**config.mk**
```make
export PLATFORM = sky130hd
export DESIGN_NAME = chain_src_seq
export DESIGN_NICKNAME = d
export VERILOG_FILES = /design/src/rtl/csrs_pkg.sv /design/src/rtl/csrs_rst_sync.sv /design/src/rtl/csrs_slot_timer.sv /design/src/rtl/csrs_word_gen.sv /design/src/rtl/chain_src_seq.sv
export SDC_FILE = /design/constraint.sdc
export NUM_CORES = 1
export LEC_CHECK = 0
export BUFFER_PORTS_ARGS = -buffer_cell sky130_fd_sc_hd__buf_2
export CORE_MARGIN = 2
export CORE_UTILIZATION = 42
export DETAILED_ROUTE_END_ITERATION = 8
export GPL_TIMING_DRIVEN = 0
export PLACE_DENSITY = 0.59
export SLEW_MARGIN = 20
export SYNTH_ARGS = -nofsm -noshare
export SYNTH_HDL_FRONTEND = slang
export SYNTH_SLANG_ARGS = --single-unit
```
**constraint.sdc**
```tcl
create_clock -name clk -period 3.05 [get_ports clk]
set_clock_uncertainty 0.1 [all_clocks]
set_input_delay 0.1525 -clock clk [delete_from_list [all_inputs] [get_ports clk]]
set_output_delay 0.1525 -clock clk [all_outputs]
set_load 0.01 [all_outputs]
```
**src/rtl/csrs_pkg.sv**
```systemverilog
package csrs_pkg;
  typedef enum logic [1:0] {
    PH_IDLE   = 2'd0,
    PH_ASSERT = 2'd1,
    PH_GUARD  = 2'd2,
    PH_RUN    = 2'd3
  } phase_t;
endpackage

```
**src/rtl/csrs_rst_sync.sv**
```systemverilog
// Asynchronous assert, synchronous release of the local reset.
module csrs_rst_sync #(
  parameter int STAGES = 2
) (
  input  logic clk,
  input  logic rst_n,
  output logic srst_n
);
  logic [STAGES-1:0] pipe_q;

  always_ff @(posedge clk or negedge rst_n) begin
    if (!rst_n) pipe_q <= '0;
    else        pipe_q <= {pipe_q[STAGES-2:0], 1'b1};
  end

  assign srst_n = pipe_q[STAGES-1];
endmodule

```
**src/rtl/csrs_slot_timer.sv**
```systemverilog
// Down-counter of slots; reports when the current count is zero.
module csrs_slot_timer #(
  parameter int CNT_W = 12
) (
  input  logic             clk,
  input  logic             srst_n,
  input  logic             load,
  input  logic [CNT_W-1:0] load_val,
  input  logic             en,
  output logic             is_zero
);
  logic [CNT_W-1:0] cnt_q, cnt_d;

  always_comb begin
    cnt_d = cnt_q;
    if (load)                   cnt_d = load_val;
    else if (en && cnt_q != '0) cnt_d = cnt_q - 1'b1;
  end

  always_ff @(posedge clk or negedge srst_n) begin
    if (!srst_n) cnt_q <= '0;
    else         cnt_q <= cnt_d;
  end

  assign is_zero = (cnt_q == '0);
endmodule

```
**src/rtl/csrs_word_gen.sv**
```systemverilog
// Incrementing test-word generator.
module csrs_word_gen #(
  parameter int DATA_W = 16
) (
  input  logic              clk,
  input  logic              srst_n,
  input  logic              clear,
  input  logic              advance,
  output logic [DATA_W-1:0] word
);
  logic [DATA_W-1:0] word_q, word_d;

  always_comb begin
    word_d = word_q;
    if (clear)        word_d = '0;
    else if (advance) word_d = word_q + 1'b1;
  end

  always_ff @(posedge clk or negedge srst_n) begin
    if (!srst_n) word_q <= '0;
    else         word_q <= word_d;
  end

  assign word = word_q;
endmodule

```
**src/rtl/chain_src_seq.sv**
```systemverilog
module chain_src_seq
  import csrs_pkg::*;
#(
  parameter int DATA_W      = 16,
  parameter int LEN_W       = 8,
  parameter int MIN_ASSERT  = 16,
  parameter int GUARD_SLOTS = 1600
) (
  input  logic              clk,
  input  logic              rst_n,
  input  logic              start_req,
  input  logic [LEN_W-1:0]  assert_len,
  input  logic              pause,
  output logic              chain_rst_n,
  output logic [DATA_W-1:0] data_o,
  output logic              mark_o,
  output logic              busy_o,
  output logic              streaming_o
);
  localparam int LEN_MAX = (1 << LEN_W) - 1;
  localparam int SPAN    = (GUARD_SLOTS > LEN_MAX) ? GUARD_SLOTS : LEN_MAX;
  localparam int CNT_W   = $clog2(SPAN + 1) + 1;

  logic srst_n;
  phase_t phase_q, phase_d;
  logic chain_rst_q, chain_rst_d;
  logic mark_q, mark_d;
  logic busy_q, busy_d;
  logic [DATA_W-1:0] data_q, data_d;
  logic tmr_load, tmr_en, tmr_zero;
  logic [CNT_W-1:0] tmr_val;
  logic gen_clear, gen_adv;
  logic [DATA_W-1:0] gen_word;
  logic [LEN_W-1:0] len_eff;

  csrs_rst_sync #(.STAGES(2)) u_sync (
    .clk(clk), .rst_n(rst_n), .srst_n(srst_n)
  );

  csrs_slot_timer #(.CNT_W(CNT_W)) u_timer (
    .clk(clk), .srst_n(srst_n), .load(tmr_load), .load_val(tmr_val),
    .en(tmr_en), .is_zero(tmr_zero)
  );

  csrs_word_gen #(.DATA_W(DATA_W)) u_gen (
    .clk(clk), .srst_n(srst_n), .clear(gen_clear), .advance(gen_adv),
    .word(gen_word)
  );

  assign len_eff = (assert_len < LEN_W'(MIN_ASSERT)) ? LEN_W'(MIN_ASSERT) : assert_len;

  always_comb begin
    phase_d     = phase_q;
    chain_rst_d = chain_rst_q;
    mark_d      = 1'b0;
    busy_d      = busy_q;
    tmr_load    = 1'b0;
    tmr_val     = '0;
    tmr_en      = 1'b0;
    gen_clear   = 1'b0;
    gen_adv     = 1'b0;
    unique case (phase_q)
      PH_ASSERT: begin
        tmr_en = 1'b1;
        if (tmr_zero) begin
          phase_d     = PH_GUARD;
          chain_rst_d = 1'b1;
          tmr_load    = 1'b1;
          tmr_val     = CNT_W'(GUARD_SLOTS - 1);
        end
      end
      PH_GUARD: begin
        tmr_en = 1'b1;
        if (tmr_zero) begin
          phase_d = PH_RUN;
          mark_d  = !pause;
          gen_adv = !pause;
          if (!pause) busy_d = 1'b0;
        end
      end
      default: begin // idle or streaming
        if (start_req) begin
          phase_d     = PH_ASSERT;
          chain_rst_d = 1'b0;
          busy_d      = 1'b1;
          tmr_load    = 1'b1;
          tmr_val     = CNT_W'(len_eff) - 1'b1;
          gen_clear   = 1'b1;
        end else if (phase_q == PH_RUN) begin
          mark_d  = !pause;
          gen_adv = !pause;
          if (!pause) busy_d = 1'b0;
        end
      end
    endcase
    data_d = mark_d ? gen_word : '0;
  end

  always_ff @(posedge clk or negedge srst_n) begin
    if (!srst_n) begin
      phase_q     <= PH_IDLE;
      chain_rst_q <= 1'b1;
      mark_q      <= 1'b0;
      busy_q      <= 1'b0;
      data_q      <= '0;
    end else begin
      phase_q     <= phase_d;
      chain_rst_q <= chain_rst_d;
      mark_q      <= mark_d;
      busy_q      <= busy_d;
      data_q      <= data_d;
    end
  end

  assign chain_rst_n = chain_rst_q;
  assign mark_o      = mark_q;
  assign busy_o      = busy_q;
  assign data_o      = data_q;
  assign streaming_o = (phase_q == PH_RUN);

  // ---------------- assertion support counters ----------------
  logic [CNT_W-1:0] low_run_q, guard_run_q;
  logic rst_prev_q, seen_mark_q;

  always_ff @(posedge clk or negedge srst_n) begin
    if (!srst_n) begin
      low_run_q   <= '0;
      guard_run_q <= '0;
      rst_prev_q  <= 1'b1;
      seen_mark_q <= 1'b0;
    end else begin
      rst_prev_q <= chain_rst_q;
      low_run_q  <= chain_rst_q ? '0 : low_run_q + 1'b1;
      if (!chain_rst_q)                       guard_run_q <= '0;
      else if (!mark_q && !seen_mark_q && guard_run_q != '1)
                                              guard_run_q <= guard_run_q + 1'b1;
      if (!chain_rst_q)  seen_mark_q <= 1'b0;
      else if (mark_q)   seen_mark_q <= 1'b1;
    end
  end

  AST_RESET_MIN_LEN: assert property (@(posedge clk) disable iff (!srst_n)
    (chain_rst_q && !rst_prev_q) |-> (low_run_q >= CNT_W'(MIN_ASSERT)));
  AST_GUARD_EXACT: assert property (@(posedge clk) disable iff (!srst_n)
    (mark_q && !seen_mark_q) |-> (guard_run_q == CNT_W'(GUARD_SLOTS)));
  AST_NO_MARK_IN_RESET: assert property (@(posedge clk) disable iff (!srst_n)
    !chain_rst_q |-> !mark_q);
  AST_BUSY_UNMARKED: assert property (@(posedge clk) disable iff (!srst_n)
    busy_q |-> !mark_q);
  AST_WORD_STEP: assert property (@(posedge clk) disable iff (!srst_n)
    (mark_q && $past(mark_q)) |-> (data_q == $past(data_q) + 1'b1));
  AST_GUARD_START_IGNORED: assert property (@(posedge clk) disable iff (!srst_n)
    (phase_q == PH_GUARD && start_req) |=> chain_rst_q);
endmodule

```
Word level (Yosys, flattened, before mapping)
Index checks and enable logic that the tools add are counted.
{"block": "op_classes", "add_sub_neg": 3, "multipliers": 0, "div": 0, "magnitude_cmp": 1, "eq_ne": 5, "shift": 0, "mux": 30, "bitwise_logic": 2, "n_reduce_logical": 13}
{"op": "2-to-1 mux 16 bit", "n": 3}
{"op": "2-to-1 mux 12 bit", "n": 3}
{"op": "case mux 12 bit (2 select lines)", "n": 1}
{"op": "adder 16 x 1 -> 16 bit, second input constant", "n": 1}
{"op": "2-to-1 mux 1 bit", "n": 13}
{"op": "zero test 12 bit", "n": 1}
{"op": "nonzero test 12 bit", "n": 1}
{"op": "subtractor 12 x 1 -> 12 bit, second input constant", "n": 1}
{"op": "2-to-1 mux 11 bit", "n": 1}
{"op": "AND reduction 3 bit", "n": 3}
{"op": "subtractor 8 x 1 -> 9 bit, second input constant", "n": 1}
{"op": "< comparator 8 x 5 -> 1 bit, second input constant", "n": 1}
{"op": "2-to-1 mux 8 bit", "n": 1}
{"op": "case mux 1 bit (2 select lines)", "n": 4}
{"op": "2-to-1 mux 2 bit", "n": 3}
{"op": "nonzero test 2 bit", "n": 3}
{"op": "nonzero test 3 bit", "n": 2}
{"op": "== test 2 bit, second input constant", "n": 2}
{"op": "!= test 2 bit, second input constant", "n": 2}
{"op": "case mux 2 bit (2 select lines)", "n": 1}
{"op": "== test 2 x 1 -> 1 bit, second input constant", "n": 1}
{"op": "inverter 1 bit", "n": 2}
{"op": "OR reduction 2 bit", "n": 1}
{"op": "logical AND 1 bit", "n": 1}
{"op": "zero test 1 bit", "n": 1}
{"block": "totals", "ff_bits": 51, "latchBits": 0, "ram_bits": 0, "romBits": 0, "in_bits": 12, "out_inout_bits": 20, "wordCells": 62, "n_memories": 0}

Logic depth before layout (Yosys ltp)
{"block": "logic_depth", "depth_word": 6, "mapped_depth": 9, "depth_no_buf": 9}

Hierarchy
From an unflattened synthesis, not the netlist that was laid out.
{"block": "hier_totals", "hier_cells": 272, "area_unflattened_um2": 2753.9}
{"mod": "chain_src_seq", "instances": 1, "cells_each": 98, "area_per_inst_um2": 1029.7, "seq_area_each_um2": 526.8}
{"mod": "csrs_word_gen", "instances": 1, "cells_each": 82, "area_per_inst_um2": 872.1, "seq_area_each_um2": 400.4}
{"mod": "csrs_slot_timer", "instances": 1, "cells_each": 89, "area_per_inst_um2": 798.3, "seq_area_each_um2": 300.3}
{"mod": "csrs_rst_sync", "instances": 1, "cells_each": 3, "area_per_inst_um2": 53.8, "seq_area_each_um2": 50.0}

Worst setup path before layout
Ideal clock, no wire load.
{"block": "synth_timing", "path_kind": "reg2reg", "startpoint": "reg phase_q[0]", "endpoint": "reg u_gen.word_q[11] (netlist: u_gen.word[11])", "setup_ns": 0.078, "arrival_time_ns": 2.292, "required_ns": 2.872, "slack_ns": 0.580, "stages_incl_launch_ff": 9, "n_path_buf": 1, "synth_period_minus_slack_ns": 2.470, "path_cell_list": "dfrtp_1 -> inv_1 -> ha_1 -> buf_2 -> or3b_2 -> a211oi_2 -> nand3_4 -> or3_1 -> a21oi_1"}
{"block": "synth_between", "elab_chain_len": 5, "elab_cells_between_ends": 10, "cone_classes": "3 x eq/ne; 5 x mux; 2 x reduce/logical"}
{"element": "from (decl)", "line_no": "chain_src_seq.sv:25", "rtl": "phase_t phase_q, phase_d;"}
{"element": "from (signal assigned)", "line_no": "chain_src_seq.sv:107", "rtl": "phase_q <= phase_d;"}
{"element": "== test 2 bit", "line_no": "chain_src_seq.sv:89", "rtl": "end else if (phase_q == PH_RUN) begin"}
{"element": "2-to-1 mux 1 bit", "line_no": "chain_src_seq.sv:89"}
{"element": "2-to-1 mux 1 bit", "line_no": "chain_src_seq.sv:82", "rtl": "if (start_req) begin"}
{"element": "case mux 1 bit (2 select lines)", "line_no": "chain_src_seq.sv:62", "rtl": "unique case (phase_q)"}
{"element": "nonzero test 2 bit (no line)"}
{"element": "to (signal assigned)", "line_no": "csrs_word_gen.sv:21", "rtl": "else word_q <= word_d;"}
{"element": "to (decl)", "line_no": "csrs_word_gen.sv:11", "rtl": "logic [DATA_W-1:0] word_q, word_d;"}
Parallel ways exist; a longest one is shown, timed or not.
A chain may end at the register's enable or synchronous reset.

Worst setup path after layout
Ends and elaborated chain as after synthesis.

==> metrics <==
largest net degree at the start of global routing 26; Synth Register Bits 51; main combinational cell family by area after synthesis simple AND/OR/NAND/NOR gates; CTS tree done; Die W 83.60 um; DRT iter0 DRCs 83; Hold Path Class input port to flip-flop; hpwl dp 4077 um; TritonRoute pass-1 iters 4; post-synthesis xor/xnor area fraction 4.937%; Synth Area in Adders 3.761%; first-pass GRT wire length 9963 um; fmax 368.1 MHz; Worst R2R Start phase_q[0]; complex-gate fraction of the synthesized area 12.69%; io pins 32; clock buffer count from CTS 5; DR vias/cell 5.396; Remaining DRCs 0; min Tclk post-route 2.717 ns; Cell Int Power 1.359 mW; Synth Instances 276; core area 0.006241 mm^2; Final setup viols 0; max cap viols 0; H-tree levels 2; Layout fillers 600; TNS Setup 0 ns; Sw Share 39.86%; final hold violation count 0; die area 0.006989 mm^2; Reg power frac 39.4%; Distinct cells, synth 53; crit path kind flip-flop to flip-flop; reg2reg end u_gen.word[11]; Ant. Diodes 0; post-synthesis sequential area ratio 48.00%; Ys Warns 0; Total GRT Usage 17.50%; WP data arrival 2.85 ns; Synth top area share 47.01%; routed len/inst 14.12 um; ratio of cells with drive above 1 in the final layout 17.35%; Starting Density 42.64%; Hold EP busy_o; clk sinks 51; worst slew pin tran 0.8364 ns; Die Ht 83.60 um; most area-consuming cells after synthesis dfrtp_1, and2_1, nor2_1; Mapped Nets 296; Clk Latency, worst-skew pair 0.30 ns; share of total power in the clock network 22.2%; crit start category flip-flop; status completed; Critical Path RT 3.18 ns; Post-Synth Simple-Gate Area 26.56%; Cell Pwr Density 736.5 mW/mm^2; Area growth, synth to finish 15.28%; worst r2r path cells 8; worst-path maximum fanout 10; setup repair bufs after CTS 0; worst hold path depth 3; vias 2126; clock root cell clkbuf_8; Logic pwr share 38.4%; number of global-route vias before repair 2062; Antenna Nets Post-Route 0; Pins Over Slew Limit 0; crit end category flip-flop; RSZ-0062 raised after global routing no; final period utilization 89.08%; number of synthesized flops with an enable pin 0; Mean Syn Cell Area 9.642 um^2; PortBufs 31; P_leak 1.429 nW; multiplexer area fraction after synthesis 1.222%; Max VDD drop 0.4354 mV; WL final 5562 um; Max clock buf depth 2; grt ovf 0; gpl congestion 0.8391; R2R setup slack 0.33 ns; switching pwr 900.6 uW; Post-synth ARST share 100.0%; Worst Hold Launch start_req; Max-slew headroom 43.72%; CTS clk-pin slew, worst paths 0.10 ns; Post-Syn Area 0.002661 mm^2; final net count 336; # rows 29; Yosys top cell by area dfrtp_1; initial antenna violation count 0; Most used DFF post-synth dfrtp_1; Tot Pwr 2.259 mW
-- metal layers --
layer	GRT usage, %	vias up	share of wire, %
li1	-	1065	-
met1	24.06	1012	49
met2	28.07	43	47
met3	3.759	6	3.3
met4	4.839	0	1.0
met5	0	-	0
-- registers in the layout, summed over array words and instances (netlist names) --
name / flops
u_timer.cnt_q: 12
phase_q: 2
busy_o: 1
mark_o: 1
u_sync.pipe_q: 2
chain_rst_n: 1
data_o: 16
u_gen.word: 16
-- metrics by stage --
stage          instances  setup WS, ns  hold slack, ns  instance area, um^2  util (%)
2_1_floorplan        276        0.5799         -0.2431                 2661         -
3_3_place_gp         384        0.2871         -0.1622                 2913     46.67
3_5_place_dp         385        0.2468         -0.1574                 2934     47.01
4_1_cts              394        0.2136         0.04412                 3065     49.12
5_1_grt              394        0.1821         0.04041                 3068     49.16
6_report             394        0.3331         0.05033                 3068     49.16
-- critical path: stages (launching register included) --
cell,delay [ns]
dfrtp_1,0.43
inv_1,0.06
ha_1,0.30
buf_2,0.19
or3b_2,0.54
a211oi_2,0.38
nand3_4,0.14
or3_1,0.37
a21oi_1,0.14
-- what timing repair did --
action,4_1_cts,5_1_grt
hold endpoints to repair,2,0
gates resized for setup,0,1
endpoints found under the setup margin,0,1
hold buffers,1,0
-- logic make-up (layout without fill, tap and decap cells) --
logic type / count (synthesis) / in the layout
AOI/OAI and AO/OA: 50 / 50
xor gates and xnor gates: 15 / 15
adders and majority gates: 8 / 8
buffers and inverters: 18 / 59
DFF: 51 / 51
muxes: 3 / 3
other: 1 / 1
and+or+nand+nor: 130 / 130
-- power groups by stage --
stage                     Combinational, mW  Sequential (mW)  Clock [mW]
after floorplan                       0.622            0.892           0
after global placement                0.850            0.908           0
after detailed placement              0.870            0.904           0
after CTS                             0.873            0.891       0.519
after global routing                  0.987            0.911       0.551
final                                 0.868            0.891       0.501
-- area by class of cell --
| type | instances | area (um^2) | area share, % |
|---|---|---|---|
| flip-flops and latches | 51 | 1279 | 41.68 |
| well taps | 77 | 96.34 | 3.140 |
| multi-input cells | 207 | 1315 | 42.86 |
| plain buffers | 6 | 26.28 | 0.8564 |
| clock inverters | 2 | 38.79 | 1.264 |
| repair buffers | 33 | 185.2 | 6.036 |
| inverters | 12 | 45.04 | 1.468 |
| clock buffers | 6 | 82.58 | 2.692 |
-- worst max path at each step --
| stage | startpoint | endpoint |
|---|---|---|
| floorplan | phase_q[0] | u_gen.word[11] |
| global placement | phase_q[0] | u_gen.word[1] |
| detailed placement | phase_q[0] | u_gen.word[1] |
| CTS | phase_q[0] | data_o[10] |
| global route | phase_q[0] | u_gen.word[1] |
| finish | phase_q[0] | u_gen.word[11] |
-- cells in the final DEF, fill, tap and decap left out, types with 8 or more instances in the layout --
cell / Yosys / layout
inv_1: 12 / 12
nor3_1: 9 / 9
a21oi_1: 11 / 11
nand2_1: 24 / 24
ha_1: 8 / 8
xnor2_1: 8 / 8
o21ai_0: 16 / 16
and2_1: 19 / 19
dfrtp_1: 50 / 49
nor2_1: 31 / 30
nand3_1: 10 / 10
buf_2: 3 / 34
-- synth_stat cells, types with 3 or more instances --
cell type  count
nand3_1       10
dfrtp_1       50
xnor2_1        8
nand4_1        7
nor4_1         6
a31oi_1        4
and3_1         3
nor2_1        31
xor2_1         7
nor3_1         9
ha_1           8
o21ai_0       16
a21oi_1       11
clkbuf_1       3
and2_1        19
nand2_1       24
inv_1         12
buf_2          3
Note: power is estimated with default switching activity, not from simulation.
